[src/rtl/fan_pwm_pkg.sv]
package fan_pwm_pkg;
  localparam int unsigned DUTY_W = 6;
  localparam int unsigned REG_W  = DUTY_W + 2;
  localparam int unsigned STEPS  = 1 << DUTY_W;

  typedef struct packed {
    logic              src_sel;  // bit 7
    logic [DUTY_W-1:0] duty;     // bits 6:1
    logic              force_hi; // bit 0
  } fan_ctrl_t;
endpackage

[src/rtl/fan_ctrl_reg.sv]
module fan_ctrl_reg
  import fan_pwm_pkg::*;
(
  input  logic             clk_i,
  input  logic             rst_ni,
  input  logic             wr_en_i,
  input  logic [REG_W-1:0] wr_data_i,
  output fan_ctrl_t        ctrl_o
);
  fan_ctrl_t ctrl_q;

  always_ff @(posedge clk_i or negedge rst_ni) begin
    if (!rst_ni)      ctrl_q <= '0;
    else if (wr_en_i) ctrl_q <= fan_ctrl_t'(wr_data_i);
  end

  assign ctrl_o = ctrl_q;
endmodule

[src/rtl/fan_tick_sel.sv]
module fan_tick_sel #(
  parameter bit HALVE_EN = 1'b1
) (
  input  logic clk_i,
  input  logic rst_ni,
  input  logic tick_a_i,
  input  logic tick_b_i,
  input  logic src_sel_i,
  input  logic dbl_i,
  output logic step_o
);
  logic sel_tick;

  assign sel_tick = src_sel_i ? tick_b_i : tick_a_i;

  generate
    if (HALVE_EN) begin : g_halve
      logic phase_q;

      // phase toggles on every selected tick; it gates the half-rate steps
      always_ff @(posedge clk_i or negedge rst_ni) begin
        if (!rst_ni)       phase_q <= 1'b0;
        else if (sel_tick) phase_q <= ~phase_q;
      end

      assign step_o = sel_tick & (dbl_i | phase_q);
    end else begin : g_direct
      logic unused_dbl;
      assign unused_dbl = dbl_i;
      assign step_o     = sel_tick;
    end
  endgenerate
endmodule

[src/rtl/fan_pwm_core.sv]
module fan_pwm_core
  import fan_pwm_pkg::*;
(
  input  logic              clk_i,
  input  logic              rst_ni,
  input  logic              step_i,
  input  logic [DUTY_W-1:0] duty_i,
  input  logic              force_i,
  output logic [DUTY_W-1:0] cnt_o,
  output logic [DUTY_W-1:0] duty_act_o,
  output logic              fan_o
);
  logic [DUTY_W-1:0] cnt_q;
  logic [DUTY_W-1:0] duty_q;
  logic              wrap;

  assign wrap = step_i && (cnt_q == {DUTY_W{1'b1}});

  always_ff @(posedge clk_i or negedge rst_ni) begin
    if (!rst_ni)     cnt_q <= '0;
    else if (step_i) cnt_q <= cnt_q + 1'b1;
  end

  // duty is latched only at the period boundary
  always_ff @(posedge clk_i or negedge rst_ni) begin
    if (!rst_ni)   duty_q <= '0;
    else if (wrap) duty_q <= duty_i;
  end

  assign fan_o      = force_i | (cnt_q < duty_q);
  assign cnt_o      = cnt_q;
  assign duty_act_o = duty_q;
endmodule

[src/rtl/fan_pwm_gen.sv]
module fan_pwm_gen
  import fan_pwm_pkg::*;
#(
  parameter bit HALVE_EN = 1'b1
) (
  input  logic             clk_i,
  input  logic             rst_ni,
  input  logic             wr_en_i,
  input  logic [REG_W-1:0] wr_data_i,
  input  logic             tick_a_i,
  input  logic             tick_b_i,
  input  logic             dbl_i,
  output logic [REG_W-1:0] rd_data_o,
  output logic             fan_o
);
  fan_ctrl_t         ctrl;
  logic              step_en;
  logic [DUTY_W-1:0] cnt;
  logic [DUTY_W-1:0] duty_act;

  fan_ctrl_reg u_reg (
    .clk_i    (clk_i),
    .rst_ni   (rst_ni),
    .wr_en_i  (wr_en_i),
    .wr_data_i(wr_data_i),
    .ctrl_o   (ctrl)
  );

  fan_tick_sel #(.HALVE_EN(HALVE_EN)) u_tick (
    .clk_i    (clk_i),
    .rst_ni   (rst_ni),
    .tick_a_i (tick_a_i),
    .tick_b_i (tick_b_i),
    .src_sel_i(ctrl.src_sel),
    .dbl_i    (dbl_i),
    .step_o   (step_en)
  );

  fan_pwm_core u_core (
    .clk_i     (clk_i),
    .rst_ni    (rst_ni),
    .step_i    (step_en),
    .duty_i    (ctrl.duty),
    .force_i   (ctrl.force_hi),
    .cnt_o     (cnt),
    .duty_act_o(duty_act),
    .fan_o     (fan_o)
  );

  assign rd_data_o = ctrl;
endmodule

[config.mk]
export PLATFORM = sky130hd
export DESIGN_NAME = fan_pwm_gen
export DESIGN_NICKNAME = d
export VERILOG_FILES = /design/src/rtl/fan_pwm_pkg.sv /design/src/rtl/fan_ctrl_reg.sv /design/src/rtl/fan_tick_sel.sv /design/src/rtl/fan_pwm_core.sv /design/src/rtl/fan_pwm_gen.sv
export SDC_FILE = /design/constraint.sdc
export NUM_CORES = 1
export LEC_CHECK = 0
export ABC_AREA = 1
export BUFFER_PORTS_ARGS = -buffer_cell sky130_fd_sc_hd__buf_2
export CORE_MARGIN = 2
export CORE_UTILIZATION = 35
export DETAILED_ROUTE_END_ITERATION = 16
export HOLD_SLACK_MARGIN = 0.03
export PLACE_DENSITY_LB_ADDON = 0.2
export SYNTH_ARGS = -nofsm -noshare
export SYNTH_HDL_FRONTEND = slang
export SYNTH_HIERARCHICAL = 1
export SYNTH_SLANG_ARGS = --single-unit
[constraint.sdc]
create_clock -name clk_i -period 3.7 [get_ports clk_i]
set_clock_uncertainty 0.2 [all_clocks]
set_input_delay 1.11 -clock clk_i [delete_from_list [all_inputs] [get_ports clk_i]]
set_output_delay 1.11 -clock clk_i [all_outputs]
set_load 0.05 [all_outputs]
==> impl_summary.txt <==
----------------------------------------------------
[Floorplanning]
  Row count ... 20
  Overall die area ... 0.003546 sq mm
  Number of placed I/O pins ... 23
  Chip Height ... 59.55 um
  Starting density of the core ... 35.96%
  Core region area ... 0.003003 sq mm
  Die boundary width ... 59.55 um

[Placement]
  Number of port buffers ... 22
  Placed Area ... 0.001209 sq mm
  Final estimated routing congestion in global placement ... 0.7292
  Detailed Place HPWL ... 1.355 mm

[GRT]
  Maximum number of pins on one net before global-route repair ... 22
  Number of global-route vias before repair ... 758
  Global-route wire length before repair ... 3.056 mm
  Number of antenna violations at the first check in global routing ... 0
  Tot GR Track Use ... 11.48%
  Overflow after GRT ... 0

[Timing]
  Post-route setup TNS ... 0 ns
  Worst slew pin tran ... 0.4587 ns
  Portion of the clock cycle consumed by the worst path in the final layout ... 81.63%
  Final setup vio count ... 0
  RSZ-0062 raised after global routing ... no
  Achievable clock frequency ... 331.1 MHz
  Final hold slack ... 0.2954 ns
  Final max-slew violation count ... 0
  Minimum period implied by the final worst setup slack ... 3.020 ns
  Slew margin rel. ... 69.42%
  Hold Fails Final Rpt ... 0

[Layout]
  Register cell area after layout ... 525.5 sq um
  Antenna diode count ... 0
  Area occupied by multi-input gates ... 434.2 sq um
  Post-synthesis to final-layout area growth ... 14.37%
  Final cell utilization of the core ... 41.13%
  Net total in the final layout ... 174
  Final design area excluding fillers ... 0.001235 sq mm
  Share of post-route cells with drive strength above 1 ... 24.18%
  FILL cells ... 324

[Worst setup path]
  Crit path buf inv count ... 2
  Max stage delay on crit path ... 0.44 ns
  Critical Path End Type ... output pin
  Crit Path Category ... flip-flop to output pin
  Worst flop-to-flop path endpoint ... u_core/duty_act_o[2]$_DFFE_PN0P_
  Worst-case register-to-register setup slack ... 1.73 ns
  Critical Path AT ... 1.71 ns
  Critical Path Most Common Cell ... nand2_1
  Biggest fanout along the worst timing path ... 3
  Slowest cell on the critical path ... dfrtp_1
  Worst path cell trace ... ha_1 -> nand2_1 -> inv_1 -> a21oi_1 -> nand2_1 -> nand2_1 -> buf_2
  Category of cells accounting for the largest share of critical-path delay ... flip-flops
  Startpoint types ... flip-flop
  Critical path data required time ... 2.39 ns
  Startpoint of the worst-slack reg-to-reg timing path ... u_reg/ctrl_o[7]$_DFFE_PN0P_
  R2r worst-path depth ... 8

[Outcome]
  Outcome ... completed

[Routing]
  Final routed wire length divided by cell count ... 9.344 um
  Number of remaining DRC errors ... 0
  Number of detailed-route iterations in the first pass ... 4
  Post-Route WL ... 1.738 mm
  Number of design-rule violations left by the first detailed-router iteration ... 24
  Average vias per placed instance ... 4.263
  Via count of the routed design ... 793
  Number of antenna-violating nets in the routed design ... 0

[Power]
  Post-layout total power ... 702.2 uW
  Total power per unit cell area ... 568.7 mW/mm^2
  Leakage power figure ... 0.7018 nW
  Peak supply drop ... 0.1846 mV

[Min path]
  Hold/Removal Path Class ... flip-flop to flip-flop
  Number of stages on the worst hold path ... 2
  Worst Hold End ... u_core/duty_act_o[0]$_DFFE_PN0P_
  Source of the worst hold timing path ... u_core/duty_act_o[0]$_DFFE_PN0P_

[Clock tree]
  Longest Clk Path Bufs ... 2
  Number of buffers created by CTS ... 3
  Number of hold buffers added after CTS ... 0
  Number of clock sinks ... 21
  CTS tree ... done
  Root buffer cell ... clkbuf_4
  Clk Latency, worst-skew pair ... 0.30 ns
  Post-CTS Setup Bufs ... 0
  Number of levels the H-tree was split into ... 1
  Resized Gates After CTS ... 0
  Clock slew seen by the registers of the worst setup and hold paths ... 0.11 ns

[Yosys]
  Seq cells post-synth ... 21
  Netlist area before placement ... 0.001080 sq mm
  Share of the synthesized area in the top cell type ... 48.67%
  Synthesized area per cell ... 8.370 sq um
  Count of cell types in the netlist ... 16
  Sequential cell area fraction in the yosys report ... 48.67%
  Dominant cells by area after synthesis ... dfrtp_1, nand2_1, inv_1
  Post-Syn Nets ... 149
  Cell taking the most area after synthesis ... dfrtp_1
  Count of yosys warnings during synthesis ... 6
  Cell count after synthesis ... 129

[Run]
  Max-cap viol count ... 0

----------------------------------------------------
==> metal layers <==
layer,GRT usage [%],up-vias,wire (um)
li1,-,427,-
met1,14.11,349,824
met2,19.31,17,833
met3,2.620,0,80
met4,4.762,0,0
met5,0,-,0
==> cell families after synthesis <==
logic type	after synthesis	share of synthesized area, %
AO/OA/AOI/OAI	8	5.794
XOR/XNOR	5	4.055
adder cells (fa/ha/maj)	6	6.952
buffers and inverters	28	11.12
flip-flops	21	48.67
multiplexers	1	1.043
AND/OR/NAND/NOR	60	22.36
==> report_power, final <==
group | total (mW) | internal (mW) | leakage, nW | switching, mW
logic | 0.252 | 0.101 | 0.426 | 0.151
clock network | 0.109 | 0.0420 | 0.0150 | 0.0674
registers | 0.341 | 0.287 | 0.261 | 0.0537
total | 0.702 | 0.430 | 0.702 | 0.272
==> registers in the layout, summed over array words and instances (netlist names) <==
register	cells
u_core/duty_act_o	6
u_reg/ctrl_o	8
u_core/cnt_o	6
u_tick/g_halve.phase_q	1
==> tightest hold or removal path: stages (launching register included) <==
cell,delay (ns)
dfrtp_1,0.36
nand2_1,0.06
o21ai_2,0.05
==> layout make-up <==
| class | count | area share, % |
|---|---|---|
| Inverter | 26 | 7.903 |
| Tap cell | 33 | 3.343 |
| Sequential cell | 21 | 42.55 |
| Timing Repair Buffer | 22 | 8.916 |
| Clock buffer | 4 | 2.128 |
| Multi-Input combinational cell | 80 | 35.16 |
==> worst max-delay path by stage <==
stage                                     start  endpoint  slack (ns)  depth (start not counted)
finish              u_core/cnt_o[5]$_DFFE_PN0P_     fan_o        0.68                          7
global route        u_core/cnt_o[5]$_DFFE_PN0P_     fan_o        0.56                          7
CTS                 u_core/cnt_o[5]$_DFFE_PN0P_     fan_o        0.64                          7
detailed placement  u_core/cnt_o[5]$_DFFE_PN0P_     fan_o        1.00                          7
global placement    u_core/cnt_o[5]$_DFFE_PN0P_     fan_o        1.00                          7
floorplan           u_core/cnt_o[5]$_DFFE_PN0P_     fan_o        1.08                          6
==> Yosys cell counts <==
cell type and count:
a21oi_1 2, buf_6 2, dfrtp_1 21, ha_1 6
inv_1 25, inv_2 1, mux2_2 1, nand2_1 51
nand2_2 2, nand3_1 2, nand3_2 1, nor2_1 3
nor2_2 1, o21ai_2 6, xnor2_1 1, xor2_1 4
==> through the flow <==
stage	std cells	setup WS (ns)
floorplan	129	1.080
finish	186	0.6797
CTS	186	0.6420
detailed placement	182	1.000
global route	186	0.5621
global placement	182	1.005
==> layout by cell type, fill, tap and decap left out, drive strengths merged <==
cell type and count:
a21oi 2, buf 22, clkbuf 4, dfrtp 21, ha 6, inv 26
mux2 1, nand2 53, nand3 3, nor2 4, o21ai 6, xnor2 1
xor2 4
Note: power is estimated with default switching activity, not from simulation.
